[src/rtl/tmr_wdt_pkg.sv]
package tmr_wdt_pkg;
  typedef struct packed {
    logic [1:0] spare;
    logic       src_ext;   // 1: external pin events
    logic       fall_edge; // 1: count high-to-low
    logic       pre_wdt;   // 1: prescaler owned by watchdog
    logic [2:0] ps;
  } mode_t;

  localparam logic [7:0] MODE_RST = 8'hFF;
endpackage

[src/rtl/tw_edge_sync.sv]
module tw_edge_sync (
  input  logic clk_i,
  input  logic rst_ni,
  input  logic pin_i,
  input  logic fall_sel_i,
  output logic edge_o
);
  logic [2:0] sh_q;

  always_ff @(posedge clk_i or negedge rst_ni) begin
    if (!rst_ni) sh_q <= '0;
    else         sh_q <= {sh_q[1:0], pin_i};
  end

  // sh_q[1] is the synchronized level, sh_q[2] its previous value
  assign edge_o = fall_sel_i ? (sh_q[2] & ~sh_q[1]) : (~sh_q[2] & sh_q[1]);

  AST_EDGE_CHANGE: assert property (@(posedge clk_i) disable iff (!rst_ni)
    edge_o |-> (sh_q[1] != sh_q[2])) else $error("edge without level change");
endmodule

[src/rtl/tw_prescaler.sv]
module tw_prescaler #(
  parameter int PRE_W = 8,
  localparam int SH_W = $clog2(PRE_W + 1)
) (
  input  logic            clk_i,
  input  logic            rst_ni,
  input  logic            ev_i,
  input  logic            clr_i,
  input  logic [SH_W-1:0] shift_i,
  output logic            tick_o
);
  logic [PRE_W-1:0] cnt_q;
  logic [PRE_W:0]   ratio_m1;
  logic             full;

  assign ratio_m1 = ({{PRE_W{1'b0}}, 1'b1} << shift_i) - 1'b1;
  assign full     = ({1'b0, cnt_q} >= ratio_m1);
  assign tick_o   = ev_i & full;

  always_ff @(posedge clk_i or negedge rst_ni) begin
    if (!rst_ni)   cnt_q <= '0;
    else if (clr_i) cnt_q <= '0;
    else if (ev_i) cnt_q <= full ? '0 : cnt_q + 1'b1;
  end

  AST_PRE_CLR: assert property (@(posedge clk_i) disable iff (!rst_ni)
    clr_i |=> (cnt_q == '0)) else $error("prescaler not cleared");
endmodule

[src/rtl/tw_wdt.sv]
module tw_wdt #(
  parameter int WDT_W = 4
) (
  input  logic clk_i,
  input  logic rst_ni,
  input  logic ev_i,
  input  logic clr_i,
  output logic timeout_o,
  output logic pulse_o
);
  logic [WDT_W-1:0] cnt_q;

  assign timeout_o = ev_i & (&cnt_q) & ~clr_i;

  always_ff @(posedge clk_i or negedge rst_ni) begin
    if (!rst_ni) begin
      cnt_q   <= '0;
      pulse_o <= 1'b0;
    end else begin
      pulse_o <= timeout_o;
      if (clr_i)     cnt_q <= '0;
      else if (ev_i) cnt_q <= cnt_q + 1'b1;
    end
  end

  AST_WDT_CLR: assert property (@(posedge clk_i) disable iff (!rst_ni)
    clr_i |=> (cnt_q == '0 && !pulse_o)) else $error("clear lost");
  AST_WDT_ONE_PULSE: assert property (@(posedge clk_i) disable iff (!rst_ni)
    pulse_o |=> !pulse_o) else $error("pulse too long");
endmodule

[src/rtl/tmr_wdt_top.sv]
module tmr_wdt_top
  import tmr_wdt_pkg::*;
#(
  parameter int TMR_W = 8,
  parameter int PS_W  = 3,
  parameter int WDT_W = 4
) (
  input  logic             clk_i,
  input  logic             rst_ni,
  input  logic             icyc_tick_i,
  input  logic             ext_pin_i,
  input  logic             wdt_tick_i,
  input  logic             clr_wdt_i,
  input  logic             sleep_i,
  input  logic             mode_we_i,
  input  logic [7:0]       mode_wdata_i,
  output logic [7:0]       mode_o,
  input  logic             tmr_we_i,
  input  logic [TMR_W-1:0] tmr_wdata_i,
  output logic [TMR_W-1:0] tmr_o,
  input  logic             ovf_clr_i,
  output logic             ovf_flag_o,
  output logic             wdt_rst_o,
  output logic             to_n_o,
  output logic             pd_n_o
);
  localparam int PRE_W = 1 << PS_W;
  localparam int SH_W  = $clog2(PRE_W + 1);

  mode_t            mode_q;
  logic [TMR_W-1:0] tmr_q;
  logic             ext_edge, src_ev, pre_ev, pre_clr, pre_tick;
  logic             tmr_inc, wdt_ev, wdt_clr, wdt_to;
  logic [SH_W-1:0]  pre_shift;

  tw_edge_sync u_sync (
    .clk_i, .rst_ni, .pin_i(ext_pin_i), .fall_sel_i(mode_q.fall_edge), .edge_o(ext_edge)
  );

  assign src_ev    = mode_q.src_ext ? ext_edge : icyc_tick_i;
  assign pre_ev    = mode_q.pre_wdt ? wdt_tick_i : src_ev;
  assign wdt_clr   = clr_wdt_i | sleep_i;
  assign pre_clr   = tmr_we_i | (mode_q.pre_wdt & wdt_clr);
  // timer ratio table sits one power of two above the watchdog table
  assign pre_shift = SH_W'(mode_q.ps) + (mode_q.pre_wdt ? SH_W'(0) : SH_W'(1));

  tw_prescaler #(.PRE_W(PRE_W)) u_pre (
    .clk_i, .rst_ni, .ev_i(pre_ev), .clr_i(pre_clr), .shift_i(pre_shift), .tick_o(pre_tick)
  );

  assign tmr_inc = mode_q.pre_wdt ? src_ev : pre_tick;
  assign wdt_ev  = mode_q.pre_wdt ? pre_tick : wdt_tick_i;

  tw_wdt #(.WDT_W(WDT_W)) u_wdt (
    .clk_i, .rst_ni, .ev_i(wdt_ev), .clr_i(wdt_clr), .timeout_o(wdt_to), .pulse_o(wdt_rst_o)
  );

  always_ff @(posedge clk_i or negedge rst_ni) begin
    if (!rst_ni)        mode_q <= mode_t'(MODE_RST);
    else if (wdt_to)    mode_q <= mode_t'(MODE_RST);
    else if (mode_we_i) mode_q <= mode_t'(mode_wdata_i);
  end

  always_ff @(posedge clk_i or negedge rst_ni) begin
    if (!rst_ni) begin
      tmr_q      <= '0;
      ovf_flag_o <= 1'b0;
    end else begin
      if (tmr_we_i)     tmr_q <= tmr_wdata_i;
      else if (tmr_inc) tmr_q <= tmr_q + 1'b1;
      if (tmr_inc && !tmr_we_i && (&tmr_q)) ovf_flag_o <= 1'b1;
      else if (ovf_clr_i)                   ovf_flag_o <= 1'b0;
    end
  end

  always_ff @(posedge clk_i or negedge rst_ni) begin
    if (!rst_ni) begin
      to_n_o <= 1'b1;
      pd_n_o <= 1'b1;
    end else if (clr_wdt_i) begin
      to_n_o <= 1'b1;
      pd_n_o <= 1'b1;
    end else if (sleep_i) begin
      to_n_o <= 1'b1;
      pd_n_o <= 1'b0;
    end else if (wdt_to) begin
      to_n_o <= 1'b0;
    end
  end

  assign mode_o = mode_q;
  assign tmr_o  = tmr_q;

  AST_TMR_WRITE: assert property (@(posedge clk_i) disable iff (!rst_ni)
    tmr_we_i |=> (tmr_o == $past(tmr_wdata_i))) else $error("write lost");
  AST_DIRECT_INC: assert property (@(posedge clk_i) disable iff (!rst_ni)
    (mode_q.pre_wdt && src_ev && !tmr_we_i) |=> (tmr_o == $past(tmr_o) + 1'b1))
    else $error("direct increment missed");
  AST_OVF_SET: assert property (@(posedge clk_i) disable iff (!rst_ni)
    (tmr_inc && !tmr_we_i && tmr_o == '1) |=> ovf_flag_o) else $error("wrap flag missed");
  AST_MODE_ON_TIMEOUT: assert property (@(posedge clk_i) disable iff (!rst_ni)
    wdt_rst_o |-> (mode_o == MODE_RST && !to_n_o)) else $error("timeout side effects");
endmodule

[config.mk]
export PLATFORM = sky130hd
export DESIGN_NAME = tmr_wdt_top
export DESIGN_NICKNAME = d
export VERILOG_FILES = /design/src/rtl/tmr_wdt_pkg.sv /design/src/rtl/tw_edge_sync.sv /design/src/rtl/tw_prescaler.sv /design/src/rtl/tw_wdt.sv /design/src/rtl/tmr_wdt_top.sv
export SDC_FILE = /design/constraint.sdc
export NUM_CORES = 1
export LEC_CHECK = 0
export ABC_CLOCK_PERIOD_IN_PS = 5300
export BUFFER_PORTS_ARGS = -buffer_cell sky130_fd_sc_hd__clkbuf_2
export CORE_ASPECT_RATIO = 2
export CORE_UTILIZATION = 55
export DETAILED_ROUTE_END_ITERATION = 6
export GPL_TIMING_DRIVEN = 0
export PLACE_DENSITY_LB_ADDON = 0.2
export SLEW_MARGIN = 20
export SYNTH_ARGS = -nofsm -noshare
export SYNTH_HDL_FRONTEND = slang
export SYNTH_SLANG_ARGS = --single-unit
[constraint.sdc]
create_clock -name clk_i -period 5.3 [get_ports clk_i]
set_clock_uncertainty 0.15 [all_clocks]
set_input_delay 0.265 -clock clk_i [delete_from_list [all_inputs] [get_ports clk_i]]
set_output_delay 0.265 -clock clk_i [all_outputs]
set_load 0.02 [all_outputs]
* Yosys cells after proc, flatten, opt, wreduce, memory -nomap -nowiden
Cells that the tools add are included.
** Operators by class
- $add $sub $neg :: 5
- Order comparisons :: 1
- Shift-type cells :: 1
- Mux-type cells :: 22
- Bitwise operators :: 11
- Reduce and logical (&&, ||, !) cells :: 12
** Operators by type and width (number)
- 2-to-1 mux 8 bit :: 7
- adder 8 x 1 -> 8 bit (second input constant) :: 2
- 2-to-1 mux 1 bit :: 13
- nonzero test 2 bit :: 6
- >= comparator 8 x 9 -> 1 bit :: 1
- << shifter 1 x 4 -> 9 bit (first input constant) :: 1
- subtractor 9 x 1 -> 9 bit (second input constant) :: 1
- 2-to-1 mux 4 bit :: 2
- AND reduction 8 bit :: 1
- AND 1 bit :: 6
- adder 3 x 1 -> 4 bit :: 1
- adder 4 x 1 -> 4 bit (second input constant) :: 1
- AND reduction 4 bit :: 1
- inverter 1 bit :: 3
- nonzero test 3 bit :: 1
- logical AND 1 bit :: 2
- bitwise OR 1 bit :: 2
- logical NOT 1 bit :: 1
** Storage, ports and cells
- Flip-flop bits (word level) :: 35
- Bits of input ports :: 26
- Word-level logic and storage cells :: 65

* Logic depth before layout (Yosys ltp)
Gate-level depths: netlist of run 1.
- Depth in word-level cells :: 12
- Depth in mapped cells :: 19
- Depth with buffers taken out :: 17

* Hierarchy
Synthesis of run 1 repeated with hierarchy kept, for this count alone.
** Second synthesis, totals
- Cell total of the unflattened synthesis :: 232
- Area, all modules :: 2278.4 µm²
** By module, submodules not included
- tmr_wdt_top :: instances 1, cells an instance 99, area an instance 1017.2 µm², seq. area each 488.0 µm²
- tw_prescaler :: instances 1, cells an instance 108, area an instance 910.9 µm², seq. area each 200.2 µm²
- tw_wdt :: instances 1, cells an instance 19, area an instance 252.7 µm², seq. area each 125.1 µm²
- tw_edge_sync :: instances 1, cells an instance 6, area an instance 97.6 µm², seq. area each 75.1 µm²

* Least setup slack after synthesis of run 1
OpenSTA, ideal clock, no wires.
- Kind :: reg-to-reg
- Start point :: reg mode_q, in the netlist mode_o[3]
- End point :: reg to_n_o
- Library setup time :: 0.077 ns
- Data arrival time :: 4.359 ns
- Required time :: 5.073 ns
- Path slack :: 0.713 ns
- Cell stages (with the launch flop) :: 20
- Period minus slack after synthesis :: 4.587 ns
- Path through :: dfstp_2 -> inv_1 -> ha_1 -> ha_1 -> clkbuf_1 -> nor3_1 -> a31oi_1 -> or2_2 -> ha_1 -> inv_1 -> a221oi_4 -> nor4_1 -> a21oi_1 -> ha_1 -> nand4_1 -> o311a_1 -> o31a_1 -> or4_1 -> buf_2 -> o21a_1
** On the way
- Word-level cells in the longest chain between the ends :: 10
- Elaborated cells on any way between the ends :: 11
** RTL lines
- from (decl) :: RTL line tmr_wdt_top.sv:30 : mode_t mode_q;
- from (signal assigned) :: RTL line tmr_wdt_top.sv:59 : if (!rst_ni) mode_q <= mode_t'(MODE_RST);
- from (signal assigned) :: RTL line tmr_wdt_top.sv:60 : else if (wdt_to) mode_q <= mode_t'(MODE_RST);
- from (signal assigned) :: RTL line tmr_wdt_top.sv:61 : else if (mode_we_i) mode_q <= mode_t'(mode_wdata_i);
- 2-to-1 mux 1 bit :: RTL line tmr_wdt_top.sv:45 : assign pre_shift = SH_W'(mode_q.ps) + (mode_q.pre_wdt ? SH_W'(0) : SH_W'(1));
- adder 3 x 1 -> 4 bit :: RTL line tmr_wdt_top.sv:45
- << shifter 1 x 4 -> 9 bit :: RTL line tw_prescaler.sv:16 : assign ratio_m1 = ({{PRE_W{1'b0}}, 1'b1} << shift_i) - 1'b1;
- subtractor 9 x 1 -> 9 bit :: RTL line tw_prescaler.sv:16
- >= comparator 8 x 9 -> 1 bit :: RTL line tw_prescaler.sv:17 : assign full = ({1'b0, cnt_q} >= ratio_m1);
- AND 1 bit :: RTL line tw_prescaler.sv:18 : assign tick_o = ev_i & full;
- 2-to-1 mux 1 bit * :: RTL line tmr_wdt_top.sv:52 : assign wdt_ev = mode_q.pre_wdt ? pre_tick : wdt_tick_i;
- AND 1 bit * (2 in series) :: RTL line tw_wdt.sv:13 : assign timeout_o = ev_i & (&cnt_q) & ~clr_i;
- nonzero test 3 bit (no line) *
- to (signal assigned) :: RTL line tmr_wdt_top.sv:78 : to_n_o <= 1'b1;
- to (signal assigned) :: RTL line tmr_wdt_top.sv:81 : to_n_o <= 1'b1;
- to (signal assigned) :: RTL line tmr_wdt_top.sv:84 : to_n_o <= 1'b1;
- to (decl) :: RTL line tmr_wdt_top.sv:24 : output logic to_n_o,
Every way passes the cells marked *; elsewhere a longest branch is shown, timed or not.
A chain may end at the register's enable or synchronous reset.

* Final worst setup path of run 1
- Start point :: reg mode_q, in the netlist mode_o[3]
- End point :: reg mode_q, in the netlist mode_o[3]
** On the way
- Word-level cells in the longest chain between the ends :: 10
- Elaborated cells on any way between the ends :: 12
** RTL lines (RTL line)
- 2-to-1 mux 1 bit :: tmr_wdt_top.sv:45
- adder 3 x 1 -> 4 bit :: tmr_wdt_top.sv:45
- << shifter 1 x 4 -> 9 bit :: tw_prescaler.sv:16
- subtractor 9 x 1 -> 9 bit :: tw_prescaler.sv:16
- >= comparator 8 x 9 -> 1 bit :: tw_prescaler.sv:17
- AND 1 bit :: tw_prescaler.sv:18
- 2-to-1 mux 1 bit * :: tmr_wdt_top.sv:52
- AND 1 bit * (2 in series) :: tw_wdt.sv:13
- 2-to-1 mux 8 bit or nonzero test 2 bit (tied branches)
Marked as above.

==> impl_metrics.toml, run 1 <==
[clocking]
cts_buffers = 5
clk_path_buf_depth = 2
post_cts_buffers = 0
cts_resized = 0
hold_buffers = 2
clock_sinks = 35
htree_levels = 2
cts.clk_slew.worst_paths_ns = 0.07
cts_root_buffer = "clkbuf_8"
clock_latency_ns = 0.29
cts_tree = "built"

[timing]
maxSlewViolCount = 0
setup_tns_ns = 0
worst_hold_slack_ns = 0.01805
grt_setup_unrepaired = "no"
worst_slew_pin_slew_ns = 0.8743
min_period_over_period = 0.9520
finalSetupViolCount = 0
post-route-min-period_ns = 5.046
fmax_mhz = 198.2
hold_viol = 0
relSlewSlack = 0.4171

[critical_path]
cp-start-kind = "flip-flop"
crit_chain = "inv_1, ha_1, ha_1, clkbuf_1, nor3_1, a31oi_1, or2_2, ha_1, inv_1, a221oi_4, nor4_1, a21oi_1, ha_1, nand4_1, o311a_1, o31a_1, or4_1, buf_2, o211ai_1"
startpoint = "mode_o[3]$_DFFE_PN1P_"
path_depth = 19
r2r-end = "mode_o[3]$_DFFE_PN1P_"
rrSetupSlack_ns = 0.25
worst-setup-path-type = "flip-flop to flip-flop"
reg2reg_depth = 19
endpoint = "mode_o[3]$_DFFE_PN1P_"
cp_slowest_stage_delay_ns = 0.60
worst-path-max-fanout = 10
required_ns = 5.35
r2r_start = "mode_o[3]$_DFFE_PN1P_"
cp_num_buf_inv = 4
cp_slowest_cell = "dfstp_2"
cp-end-kind = "flip-flop"
cp.arrival_ns = 5.09
crit_top_cell = "ha_1"
crit_family = "simple AND/OR/NAND/NOR gates"

[finish]
diodes = 0
fillers = 391
finalCoreUtilization = 0.6808
seqCellArea_um2 = 888.4
final_layout_size_suffix_gt1_frac = 0.2328
syn_to_final_growth_pct = 16.86
num-nets-final = 345
multi_input_area_um2 = 1301

[die]
dieArea_um2 = 4433
fp.dieW_um = 47.59
placementRows = 32
placeableCoreArea_um2 = 3924
ios = 46
die_h_um = 93.17
start_util = 0.5826

[route]
vias_per_cell = 5.972
drt-pass1-iter-count = 4
vias = 2126
wl_per_cell_um = 14.92
ant_nets = 0
drt_iter0_drc = 37
totalWireLength_um = 5310
drc = 0

[yosys]
synth_largest_area_cell = "dfrtp_1"
synth.yosys.seq_area_share = 0.3886
netlist_instances = 251
syn_area_um2 = 2286
synth.most_common_cell = "dfrtp_1"
async_reset_ff_frac = 1.000
synth_edf_count = 0
synth_area_leaders = "dfrtp_1 27%, dfstp_2 11%, ha_1 8.2%, o21ai_0 4.2%, nand2_1 3.9%"
yosys-top-cells-count = "25 x dfrtp_1, 24 x nand2_1, 19 x o21ai_0"
synthFlopType = "dfrtp_1"
synth_seq_cells = 35
synth_area_per_cell_um2 = 9.107
synth_warnings = 0
synth_top_area_frac = 0.2737
synth_cell_types = 47
syn_nets = 292

[job]
drv_cap = 0

[min_path]
hold_class = "primary input to flip-flop"

[place]
hpwl_um = 4068
io_buffers = 44
gp_congestion = 0.7919

[global_route]
antenna_found_initial = 0
grt_pass1_vias = 1904
grt_max_degree = 36
grt_pass1_wl_um = 8480
overflow = 0
track_usage = 0.2652

[power]
power.total_mw = 0.7162
ir_worst_vdd_mv = 0.2250
power.density_nw_per_um2 = 268.1
total_leakage_power_nw = 1.279

[status]
outcome = "finished, final reports clean"
## power by group
part	internal, mW	leakage (nW)	switching (mW)
Clock	0.0922	0.0422	0.0927
Combinational	0.0857	0.812	0.136
Sequential	0.290	0.424	0.0199
## cell usage in the layout, fill, tap and decap left out, drive strengths merged, types with 8 or more instances in the layout
| cell type | instances |
|---|---|
| o21ai | 19 |
| a31oi | 9 |
| nor2b | 9 |
| clkbuf | 55 |
| ha | 15 |
| mux2i | 8 |
| nand3 | 11 |
| nor2 | 16 |
| a21oi | 12 |
| nand2 | 24 |
| dfstp | 10 |
| dfrtp | 25 |
| inv | 10 |
## kinds of logic (layout without fill, tap and decap cells)
group	count (synthesis)	after routing	synth area share
fa+ha+maj	15	15	0.08210
xor+xnor	4	4	0.01533
simple gates	94	94	0.2102
buf+inv	21	75	0.04214
flops	35	35	0.3886
mux	10	10	0.04488
compound gates	72	72	0.2167
## how the worst min path moves through the flow
stage,start,to,slack [ns],cells after the start
final,ovf_clr_i,ovf_flag_o$_DFFE_PN0P_,0.02,2
after global routing,ovf_clr_i,ovf_flag_o$_DFFE_PN0P_,0.008,2
after CTS,ovf_clr_i,ovf_flag_o$_DFFE_PN0P_,0.02,2
after detailed placement,u_sync.sh_q[0]$_DFF_PN0_,u_sync.sh_q[1]$_DFF_PN0_,0.19,0
after global placement,u_sync.sh_q[0]$_DFF_PN0_,u_sync.sh_q[1]$_DFF_PN0_,0.19,0
after floorplan,rst_ni,ovf_flag_o$_DFFE_PN0P_,-0.18,0
## sequential cells by signal, indices dropped and copies added, names as in the netlist
| register | count |
|---|---|
| ovf_flag_o | 1 |
| mode_o | 8 |
| pd_n_o | 1 |
| u_pre.cnt_q | 8 |
| to_n_o | 1 |
| u_wdt.pulse_o | 1 |
| u_wdt.cnt_q | 4 |
| u_sync.sh_q | 3 |
| tmr_o | 8 |
## final cells by class
type / count / area share
Multi-Input combinational cell: 195 / 0.4871
Sequential cell: 35 / 0.3326
Tap cell: 51 / 0.02389
Clock buffer: 7 / 0.02857
Timing Repair Buffer: 46 / 0.08993
Inverter: 10 / 0.01405
Clock inverter: 1 / 0.001874
Buffer: 11 / 0.02201
## per-stage QoR
step	area [µm²]	setup WS [ns]	instances
finish	2671	0.2543	356
CTS	2671	0.2872	356
detailed placement	2570	0.3169	346
global route	2671	0.01576	356
global placement	2570	0.3495	346
floorplan	2286	0.7134	251
## layer usage
metal	up-vias	wire [µm]	GRT usage
met5	-	0	0
met3	14	143	0.03861
met2	45	2959	0.4760
met1	1035	2075	0.2916
met4	0	131	0.1019
li1	1032	-	-
Note: power is estimated with default switching activity, not from simulation.
==> inputs of run 2 (changes only) <==
Settings changed: BUFFER_PORTS_ARGS -buffer_cell sky130_fd_sc_hd__clkbuf_2 to -buffer_cell sky130_fd_sc_hd__buf_2.
==> run 2 against run 1 <==
Effect of this change:
- first-iteration DRC count up 43%
- fmax about the same
- design area about the same
- hold slack better by 0.0029 ns
- clock power about the same
- via count down 0.24%
- largest cell class unchanged
==> impl_metrics.toml, run 2 (same netlist as run 1, synthesis figures left out) <==
[finish]
diodes = 0
postLayoutCellArea_um2 = 2670
syn_to_final_growth_pct = 16.80
fillers = 351
final_common_cell = "buf_2"
num-nets-final = 345
final_layout_size_suffix_gt1_frac = 0.2295
mostFrequentLayoutCells = "46 x buf_2, 25 x dfrtp_1, 24 x nand2_1, 19 x o21ai_0, 16 x nor2_1"

[clocking]
post_cts_buffers = 0
clock_sinks = 35
cts_tree = "built"
cts.clk_slew.worst_paths_ns = 0.07
clock_latency_ns = 0.28
cts_buffers = 5
htree_levels = 2
cts_root_buffer = "clkbuf_8"
clk_path_buf_depth = 2

[critical_path]
cp_slowest_cell = "dfstp_2"
worst-path-max-fanout = 10
crit_top_cell = "ha_1"
cp_slowest_stage_delay_ns = 0.60
required_ns = 5.35
cp.arrival_ns = 5.09
crit_chain = "inv_1, ha_1, ha_1, clkbuf_1, nor3_1, a31oi_1, or2_2, ha_1, inv_1, a221oi_4, nor4_1, a21oi_1, ha_1, nand4_1, o311a_1, o31a_1, or4_1, buf_2, o211ai_1"
crit_family = "simple AND/OR/NAND/NOR gates"
cp_num_buf_inv = 4
cp-end-kind = "flip-flop"
rrSetupSlack_ns = 0.25
worst-setup-path-type = "flip-flop to flip-flop"
cp-start-kind = "flip-flop"

[timing]
post-route-min-period_ns = 5.048
min_period_over_period = 0.9524
maxSlewViolCount = 0
worst_slew_pin_slew_ns = 0.7675
worst_hold_slack_ns = 0.02099
finalSetupViolCount = 0
fmax_mhz = 198.1
grt_setup_unrepaired = "no"
hold_viol = 0
relSlewSlack = 0.4883
setup_tns_ns = 0

[route]
drt_iter0_drc = 53
drt-pass1-iter-count = 4
totalWireLength_um = 5468
ant_nets = 0
wl_per_cell_um = 15.36
drc = 0
vias = 2121
vias_per_cell = 5.958

[die]
start_util = 0.5826
ios = 46
dieArea_um2 = 4433
placementRows = 32
die_h_um = 93.17
placeableCoreArea_um2 = 3924
fp.dieW_um = 47.59

[power]
total_leakage_power_nw = 1.267
power.density_nw_per_um2 = 269.2
ir_worst_vdd_mv = 0.2307

[global_route]
track_usage = 0.2793
grt_max_degree = 36
antenna_found_initial = 0
overflow = 0
grt_pass1_wl_um = 8921
grt_pass1_vias = 2044

[place]
hpwl_um = 4163
gp_congestion = 0.7932
place_area_um2 = 2570
io_buffers = 44

[job]
drv_cap = 0

[status]
outcome = "finished, final reports clean"

[min_path]
hold_class = "primary input to flip-flop"
-- run 2: changes by cell type in the layout (fill, tap and decap cells not counted) --
cell,before,now
clkbuf_2,44,0
o311ai_0,1,0
clkinv_2,1,0
buf_2,2,46
o311ai_1,0,1
clkbuf_1,6,7
-- run 2: stage by stage --
step	power, mW	setup WS, ns	utilization	cells
3_5_place_dp	0.5351	0.3195	0.6550	346
5_1_grt	0.7640	0.0001972	0.6805	356
4_1_cts	0.7209	0.3003	0.6805	356
2_1_floorplan	0.4664	0.7134	-	251
6_report	0.7188	0.2521	0.6805	356
3_3_place_gp	0.5268	0.3440	0.6550	346
-- run 2: where the power goes --
part | switching (mW) | internal [mW]
clock network | 0.0915 | 0.0934
logic | 0.138 | 0.0872
registers | 0.0195 | 0.290
-- run 2: timing repair --
item                                    CTS  global route
endpoints found under the hold margin    26             0
hold buffers                              2             0
resized for setup                         0             1
endpoints found under the setup margin    0             1
-- run 2: cell type report --
type / count / area [µm²] / area share
Inverter: 10 / 37.54 / 0.01406
Multi-Input combinational cell: 195 / 1301 / 0.4873
Clock buffer: 8 / 80.08 / 0.02999
Buffer: 11 / 58.81 / 0.02202
Timing Repair Buffer: 46 / 240.2 / 0.08997
Tap cell: 51 / 63.81 / 0.02390
Sequential cell: 35 / 888.4 / 0.3327
-- run 2: per-layer routing --
| metal | GRT usage | part of all wire | up-vias |
|---|---|---|---|
| met5 | 0 | 0 | - |
| met3 | 0.03861 | 0.038 | 13 |
| li1 | - | - | 1034 |
| met4 | 0.1065 | 0.028 | 0 |
| met2 | 0.5148 | 0.56 | 71 |
| met1 | 0.2935 | 0.38 | 1003 |
-- run 2: final timing paths --
path	startpoint	to	depth (start not counted)
min in group asynchronous	rst_ni	u_sync.sh_q[1]$_DFF_PN0_	2
max reg2reg	mode_o[3]$_DFFE_PN1P_	mode_o[3]$_DFFE_PN1P_	19
min reg2reg	u_sync.sh_q[0]$_DFF_PN0_	u_sync.sh_q[1]$_DFF_PN0_	0
min	ovf_clr_i	ovf_flag_o$_DFFE_PN0P_	2
max	mode_o[3]$_DFFE_PN1P_	mode_o[3]$_DFFE_PN1P_	19
max in group asynchronous	rst_ni	u_pre.cnt_q[0]$_DFFE_PN0P_	2
==> inputs of run 3 (changes only) <==
Settings changed: ABC_CLOCK_PERIOD_IN_PS 5300 to default, CORE_ASPECT_RATIO 2 to 1.25.
==> run 3 against run 2 <==
Effect of this change:
- clock-buffer cell count shrank 1
- critical path depth is the same
- design area grew 0.19%
- largest power group unchanged
==> impl_metrics.toml, run 3 (same netlist as run 1, synthesis figures left out) <==
[route]
drc = 0
drt_iter0_drc = 122
drt-pass1-iter-count = 4
wl_per_cell_um = 13.81
totalWireLength_um = 4958
vias_per_cell = 5.783
vias = 2076
ant_nets = 0

[finish]
fillers = 345
num-nets-final = 345
diodes = 0
final_layout_size_suffix_gt1_frac = 0.2328
final_common_cell = "buf_2"
postLayoutCellArea_um2 = 2675
syn_to_final_growth_pct = 17.02
mostFrequentLayoutCells = "46 x buf_2, 25 x dfrtp_1, 24 x nand2_1, 19 x o21ai_0, 16 x nor2_1"
finalCoreUtilization = 0.6897

[clocking]
clock_sinks = 35
cts_tree = "built"
cts_root_buffer = "clkbuf_8"
cts.clk_slew.worst_paths_ns = 0.07
cts_buffers = 5
hold_buffers = 2
cts_resized = 0
clock_latency_ns = 0.29
clk_path_buf_depth = 2
htree_levels = 2
post_cts_buffers = 0

[die]
fp.dieW_um = 59.66
placeableCoreArea_um2 = 3879
ios = 46
placementRows = 25
start_util = 0.5894
die_h_um = 74.08
dieArea_um2 = 4420

[global_route]
grt_pass1_wl_um = 8480
grt_max_degree = 36
antenna_found_initial = 0
grt_pass1_vias = 1981
track_usage = 0.2555
overflow = 0

[power]
p_clk_frac = 0.260
switching_power_mw = 0.2469
combPwrFrac = 0.308
ir_worst_vdd_mv = 0.2243
total_leakage_power_nw = 1.269
seq_power_share = 0.432
power.total_mw = 0.7153
netSwitchingFraction = 0.3451
internal_power_mw = 0.4684
power.density_nw_per_um2 = 267.4

[critical_path]
cp_slowest_stage_delay_ns = 0.60
required_ns = 5.36
worst-setup-path-type = "flip-flop to flip-flop"
cp_num_buf_inv = 4
crit_family = "simple AND/OR/NAND/NOR gates"
cp-start-kind = "flip-flop"
cp_slowest_cell = "dfstp_2"
cp-end-kind = "flip-flop"
worst-path-max-fanout = 10
cp.arrival_ns = 5.06
crit_top_cell = "ha_1"
crit_chain = "inv_1, ha_1, ha_1, clkbuf_1, nor3_1, a31oi_1, or2_2, ha_1, inv_1, a221oi_4, nor4_1, a21oi_1, ha_1, nand4_1, o311a_1, o31a_1, or4_1, buf_2, o211ai_1"

[timing]
min_period_over_period = 0.9434
relSlewSlack = 0.5002
fmax_mhz = 200.0
post-route-min-period_ns = 5.000
hold_viol = 0
worst_slew_pin_slew_ns = 0.7497
setup_tns_ns = 0
grt_setup_unrepaired = "no"
setup_slack_ns = 0.3001
maxSlewViolCount = 0
finalSetupViolCount = 0

[min_path]
hold_class = "primary input to flip-flop"

[job]
drv_cap = 0

[place]
place_area_um2 = 2574
io_buffers = 44
hpwl_um = 3768
gp_congestion = 0.8394
pre_cts_slack_ns = 0.3629

[status]
outcome = "finished, final reports clean"
==> run 3: worst reg2reg max path: stages (launching register included) <==
cell and delay (ns):
dfstp_2 0.60, inv_1 0.14, ha_1 0.21, ha_1 0.20, clkbuf_1 0.22, nor3_1 0.22
a31oi_1 0.08, or2_2 0.33, ha_1 0.19, inv_1 0.14, a221oi_4 0.06, nor4_1 0.25
a21oi_1 0.09, ha_1 0.32, nand4_1 0.09, o311a_1 0.43, o31a_1 0.41, or4_1 0.48
buf_2 0.21, o211ai_1 0.12
==> run 3: power groups by stage <==
stage | combinational [mW] | sequential (mW) | clock [mW]
2_1_floorplan | 0.141 | 0.325 | 0
3_3_place_gp | 0.212 | 0.312 | 0
3_5_place_dp | 0.219 | 0.313 | 0
4_1_cts | 0.221 | 0.309 | 0.190
5_1_grt | 0.245 | 0.312 | 0.200
6_report | 0.220 | 0.309 | 0.186
==> run 3: final cells by class <==
class	instances	area (µm²)	share of cell area
Tap cell	54	67.56	0.02526
Clock inverter	1	5.005	0.001871
Timing Repair Buffer	46	240.2	0.08980
Sequential cell	35	888.4	0.3321
Multi-Input combinational cell	195	1301	0.4864
Inverter	10	37.54	0.01403
Buffer	11	58.81	0.02198
Clock buffer	7	76.32	0.02853
==> run 3: final timing paths <==
check | start | end | slack, ns | cells past startpoint
worst min register to register | u_sync.sh_q[0]$_DFF_PN0_ | u_sync.sh_q[1]$_DFF_PN0_ | 0.21 | 0
worst min-delay path | ovf_clr_i | ovf_flag_o$_DFFE_PN0P_ | 0.02 | 2
worst max register to register | mode_o[3]$_DFFE_PN1P_ | mode_o[3]$_DFFE_PN1P_ | 0.30 | 19
max in group asynchronous | rst_ni | u_wdt.cnt_q[0]$_DFFE_PN0P_ | 4.09 | 2
worst max-delay path | mode_o[3]$_DFFE_PN1P_ | mode_o[3]$_DFFE_PN1P_ | 0.30 | 19
min in group asynchronous | rst_ni | u_wdt.pulse_o$_DFF_PN0_ | 0.43 | 2
==> run 3: metrics by stage <==
step / std cells / hold slack, ns
floorplan: 251 / -0.1806
global placement: 349 / 0.1880
detailed placement: 349 / 0.1991
CTS: 359 / 0.01635
global route: 359 / 0.03639
finish: 359 / 0.02369
==> run 3: routing by layer <==
metal | share of wire | global-route usage | vias to the layer above
met5 | 0 | 0 | -
met4 | 0.023 | 0.1059 | 0
met3 | 0.030 | 0.05217 | 11
met2 | 0.50 | 0.4519 | 39
met1 | 0.44 | 0.2975 | 995
li1 | - | - | 1031
